**config.mk**
```make
export PLATFORM = sky130hd
export DESIGN_NAME = hb3_guard
export DESIGN_NICKNAME = d
export VERILOG_FILES = /design/src/rtl/hb3_guard.sv
export SDC_FILE = /design/constraint.sdc
export NUM_CORES = 1
export LEC_CHECK = 0
export BUFFER_PORTS_ARGS = -buffer_cell sky130_fd_sc_hd__buf_2
export CORE_ASPECT_RATIO = 1.75
export CORE_MARGIN = 2
export CORE_UTILIZATION = 45
export DETAILED_ROUTE_END_ITERATION = 16
export GPL_TIMING_DRIVEN = 0
export PLACE_DENSITY = 0.69
export SYNTH_ARGS = -nofsm -noshare
export SYNTH_HDL_FRONTEND = slang
export SYNTH_SLANG_ARGS = --single-unit
```
**constraint.sdc**
```tcl
create_clock -name clk -period 2.1 [get_ports clk]
set_input_delay 0.42 -clock clk [delete_from_list [all_inputs] [get_ports clk]]
set_output_delay 0.42 -clock clk [all_outputs]
set_load 0.01 [all_outputs]
```
**src/rtl/hb3_guard.sv**
```systemverilog
module hb3_guard #(
  parameter int NCH      = 3,
  parameter int OCP_CYC  = 300,
  parameter int WAKE_CYC = 100000
) (
  input  logic           clk,
  input  logic           rst,
  input  logic [NCH-1:0] drv_level,
  input  logic [NCH-1:0] drv_en,
  input  logic           sleep_n,
  input  logic           clear_n,
  input  logic           uv_flag,
  input  logic           ot_flag,
  input  logic [NCH-1:0] oc_flag,
  output logic [NCH-1:0] gate_hi,
  output logic [NCH-1:0] gate_lo,
  output logic           pump_en,
  output logic           reg_en,
  output logic           fault_n
);
  localparam int W   = 3*NCH + 4;
  localparam int OCW = $clog2(OCP_CYC + 1);
  localparam int WKW = $clog2(WAKE_CYC + 1);
  localparam logic [W-1:0] SAFE = {{(W-4){1'b0}}, 4'b1100};

  logic [W-1:0] sync1, sync2;
  wire  [W-1:0] raw = {drv_level, drv_en, oc_flag, sleep_n, clear_n, uv_flag, ot_flag};

  always_ff @(posedge clk) begin
    if (rst) begin
      sync1 <= SAFE;
      sync2 <= SAFE;
    end else begin
      sync1 <= raw;
      sync2 <= sync1;
    end
  end

  logic [NCH-1:0] lvl_a, en_a, oc_a, oc_latch;
  logic sleep_a, clr_a, uv_a, ot_a, wipe, hold;
  logic [WKW-1:0] wake_cnt;

  assign lvl_a   = sync2[3*NCH+3 : 2*NCH+4];
  assign en_a    = sync2[2*NCH+3 : NCH+4];
  assign oc_a    = sync2[NCH+3 : 4];
  assign sleep_a = ~sync2[3];
  assign clr_a   = ~sync2[2];
  assign uv_a    = sync2[1];
  assign ot_a    = sync2[0];
  assign wipe    = sleep_a | uv_a | clr_a;
  assign hold    = wake_cnt != '0;

  always_ff @(posedge clk) begin
    if (rst)          wake_cnt <= '0;
    else if (sleep_a) wake_cnt <= WKW'(WAKE_CYC);
    else if (hold)    wake_cnt <= wake_cnt - 1'b1;
  end

  wire run = ~sleep_a & ~uv_a & ~clr_a & ~ot_a & ~hold;

  for (genvar i = 0; i < NCH; i++) begin : g_ch
    logic [OCW-1:0] cnt;
    logic lat, hi_q, lo_q;
    wire ok = run & ~lat & en_a[i];

    always_ff @(posedge clk) begin
      if (rst || wipe) begin
        cnt <= '0;
        lat <= 1'b0;
      end else if (!oc_a[i]) begin
        cnt <= '0;
      end else if (!lat) begin
        if (cnt == OCW'(OCP_CYC - 1)) lat <= 1'b1;
        else                           cnt <= cnt + 1'b1;
      end
    end

    always_ff @(posedge clk) begin
      if (rst) begin
        hi_q <= 1'b0;
        lo_q <= 1'b0;
      end else begin
        hi_q <= ok &  lvl_a[i] & ~lo_q;
        lo_q <= ok & ~lvl_a[i] & ~hi_q;
      end
    end

    assign oc_latch[i] = lat;
    assign gate_hi[i]  = hi_q;
    assign gate_lo[i]  = lo_q;
  end

  always_ff @(posedge clk) begin
    if (rst) begin
      pump_en <= 1'b0;
      reg_en  <= 1'b0;
      fault_n <= 1'b1;
    end else begin
      pump_en <= ~sleep_a & ~uv_a;
      reg_en  <= ~sleep_a;
      fault_n <= ~(uv_a | ot_a | (|oc_latch));
    end
  end
endmodule

```
After elaboration in Yosys (flattened, before gate mapping)
Index checks and enable logic that the tools add are counted.
Widths: inputs -> output; s select.
Word-level totals
  bits in registers: 82
  latch bits: 0
  RAM bits: 0
  bits in read-only memories: 0
  input bits: 15
  logic and storage cells: 95
  memories: 0
Cells by class
  $add $sub $neg: 4
  $mul: 0
  divide/modulo/power cells: 0
  order comparisons: 0
  equal/unequal tests: 4
  shift operators: 0
  muxes and demuxes: 8
  bitwise operators: 50
  reduce and logical (&&, ||, !) cells: 10
Operators with widths (number)
  $mux 17: 2
  $add 9x1->9 const B: 3
  $eq 9x9->1 const B: 3
  $not 1->1: 24
  $and 1x1->1: 22
  $reduce_bool 17->1: 1
  $sub 17x1->17 const B: 1
  $reduce_or 2->1: 4
  $mux 1: 6
  $reduce_and 2->1: 3
  $or 1x1->1: 4
  $reduce_or 3->1: 1
  $ne 2x1->1 const B: 1
  $logic_or 1x1->1: 1

Longest topological paths before layout
  depth after elaboration: 9
  mapped depth: 7
  depth with buffers taken out: 6

Least setup slack after synthesis
No wires, ideal clock.
  kind: flip-flop to flip-flop
  start: register wake_cnt[0]
  end: register wake_cnt[9]
  library setup time: 0.074 ns
  arrival: 1.791 ns
  setup slack: 0.234 ns
  stages on the path, launching flop included: 5
  path buffers: 0
  path through: dfxtp_1 > or4_4 > or4_4 > a311o_1 > a31oi_1
On the way
  word-level cells in the longest chain between the ends: 3
Ends and longest elaborated chain
  from (decl): line 41  | logic [WKW-1:0] wake_cnt;
  from (signal assigned): line 55  | else if (sleep_a) wake_cnt <= WKW'(WAKE_CYC);
  from (signal assigned): line 56  | else if (hold) wake_cnt <= wake_cnt - 1'b1;
  $sub 17x1->17: line 56
  $mux 17: line 56
  $mux 17: line 55
Parallel ways exist; a longest one is shown, timed or not. The select of a mux whose other input is x is not followed.
A chain may end at the register's enable or synchronous reset.

Final worst setup path
Ends and elaborated chain as after synthesis.

==> results.toml <==
[timing]
period_share = 0.9440
finalCriticalPeriod_ns = 1.983
rsz0062_at_grt = "false"
clock.fmax_ghz = 0.5044
skew_ns = 0.004988
final_hold_viol_count = 0
finalSetupViolCount = 0
slew_headroom = 0.6871
worstMarginPinSlew_ns = 0.4693
maxSlewViolCount = 0

[detailed_routing]
vias = 2414
wl_um = 5874
wl_per_cell_um = 12.91
viasPerCell = 5.305
drt-initial-drc-count = 118
antenna_left = 0
firstDrtPassIters = 4
drc = 0

[cts]
holdBufCountCts = 0
post-cts-setup-buffers = 0
clockBufferDepth = 2
cts_tree = "yes"
path_clk_slew_ns = 0.06
cts-htree-levels = 3
cts-root-buf = "clkbuf_16"
clock_sinks = 82
clock_latency_ns = 0.34
numCtsBuffers = 9

[floorplanning]
dieArea_um2 = 7835
die_x_um = 67.78
boundaryPins = 24
core_area_um2 = 6857
rows = 40
die_h_um = 115.6
initial_core_util = 0.4672

[yosys]
syn_area_per_cell_um2 = 9.648
synth_most_common_cell = "dfxtp_1"
ys.flop_type = "dfxtp_1"
ys_warn_count = 0
ys_types = 43
synth_top_cells_by_count = "82 x dfxtp_1, 41 x nor2_1, 27 x nor2b_1, 18 x nand2_1, 16 x nand3_1"
synth-seq-cells = 82
synthCells = 332
yosysTopAreaCellShare = 0.5125
async_flop_share = 0
ys_seq_area_frac = 0.5125
synth_nets = 351
yosys.area.top_type = "dfxtp_1"
synth_edf_count = 0
yosys-top-cells-area = "dfxtp_1 51%, nor2b_1 5.3%, nor2_1 4.8%"
netlist_area_um2 = 3203

[global_route]
grt_max_degree = 16
grt_pass1_wl_um = 10190
grt_overflow = 0
grt_use_total = 0.1730
first_global_vias = 2296
antenna_found_initial = 0

[status]
status = "finished clean"

[setup_path]
worst-setup-path-type = "flop to flop"
crit_arrival_ns = 2.24
worstPathRequired_ns = 2.36
cp-end-kind = "flop"
crit_fanout = 5
critPathLaunchType = "flop"
regToRegSetupSlack_ns = 0.12

[cells_and_area]
final_nets = 385
final_util = 0.5496
antenna_cells = 0
area_delta_synth_final_pct = 17.66
drive_above_1_share = 0.1671

[placement]
numPortBuffers = 23
place.gp.congestion = 0.8138
hpwl_um = 4245

[worst_hold_path]
hp-class = "input pin to flop"

[power]
power_mw = 4.520
power_density_nw_per_um2 = 1199
ir_drop_mv = 0.9237
p_leak_nw = 1.501

[job]
maxCapViolations = 0
## cell usage in the layout (no fill, tap or decap), types with 2 or more instances in the layout
cell	Yosys	routed
buf_4	6	6
nand2b_1	4	4
nor2_1	41	41
buf_2	1	25
or4_1	3	2
nand4_1	3	3
mux2i_1	6	6
a211o_1	2	2
a21oi_1	8	8
a211oi_1	2	2
o31ai_1	6	6
and4b_1	12	12
a31oi_1	6	6
nand3_1	16	16
nand2_1	18	18
ha_1	4	4
nor2b_1	27	27
and3_1	2	2
nor3_1	5	5
dfxtp_1	82	82
o211ai_1	2	2
inv_1	8	8
xor2_1	14	14
clkinvlp_4	0	3
o21ai_0	6	6
or4_4	2	3
a311o_1	2	2
xnor2_1	9	9
clkbuf_16	0	9
or2_2	7	7
clkbuf_1	7	6
or3_1	4	4
nor4b_1	3	3
## power breakdown
part | internal (mW) | total, mW | switching (mW)
logic | 0.443 | 1.06 | 0.614
registers | 1.71 | 1.86 | 0.151
clock network | 0.964 | 1.60 | 0.636
## logic make-up after synthesis
logic type / Yosys count / share of synthesized area
buffers and inverters: 23 / 0.03437
XOR/XNOR: 23 / 0.06289
AND/OR/NAND/NOR: 155 / 0.2734
adder cells (fa/ha/maj): 4 / 0.01563
AO/OA/AOI/OAI: 39 / 0.08242
flip-flops: 82 / 0.5125
multiplexers: 6 / 0.01875
## worst paths after layout
| path | endpoint | from | cells after the start |
|---|---|---|---|
| worst max-delay path | wake_cnt[9] | wake_cnt[0] | 4 |
| worst min-delay path | sync1[3] | sleep_n | 2 |
| worst max register to register | wake_cnt[9] | wake_cnt[0] | 4 |
| worst min register to register | sync2[2] | sync1[2] | 1 |
## metal layers
metal / vias up / routed length [µm] / part of all wire / track usage
li1: 1219 / - / - / -
met1: 1148 / 2418 / 0.41 / 0.1840
met2: 34 / 3136 / 0.53 / 0.3020
met3: 13 / 175 / 0.030 / 0.04951
met4: 0 / 144 / 0.025 / 0.08933
met5: - / 0 / 0 / 0
## sequential cells by signal, indices dropped and copies added, names as in the netlist
| signal | cells |
|---|---|
| sync1 | 13 |
| wake_cnt | 17 |
| g_ch.lo_q | 3 |
| g_ch.hi_q | 3 |
| pump_en | 1 |
| g_ch.lat | 3 |
| sync2 | 13 |
| fault_n | 1 |
| g_ch.cnt | 27 |
| reg_en | 1 |
## worst max-delay path, stage by stage (launching register included)
cell	delay, ns
dfxtp_1	0.34
or4_4	0.59
or4_4	0.50
a311o_1	0.32
a31oi_1	0.15
## metrics by stage
| step | setup TNS [ns] | setup slack, ns | cell area (µm²) | hold slack [ns] | cells |
|---|---|---|---|---|---|
| CTS | 0 | 0.05038 | 3746 | 0.2523 | 455 |
| detailed placement | -1.063 | -0.1759 | 3423 | 0.3992 | 439 |
| global route | 0 | 0.03476 | 3769 | 0.2504 | 455 |
| floorplan | 0 | 0.2345 | 3203 | 0.3895 | 332 |
| finish | 0 | 0.1175 | 3769 | 0.2650 | 455 |
| global placement | -0.4179 | -0.07332 | 3423 | 0.3957 | 439 |
## repair_timing
| action | 4_1_cts | 5_1_grt |
|---|---|---|
| pin swaps | 0 | 0 |
| resized for setup | 2 | 7 |
| endpoints found under the hold margin | 0 | 0 |
| setup endpoints to repair | 8 | 39 |
## layout make-up
type / count / area, µm²
Fill cell: 604 / 3088
Clock buffer: 10 / 239.0
Inverter: 9 / 33.78
Multi-Input combinational cell: 227 / 1484
Buffer: 14 / 77.57
Clock inverter: 6 / 72.57
Tap cell: 84 / 105.1
Timing Repair Buffer: 23 / 115.1
Sequential cell: 82 / 1642
Note: power is estimated with default switching activity, not from simulation.
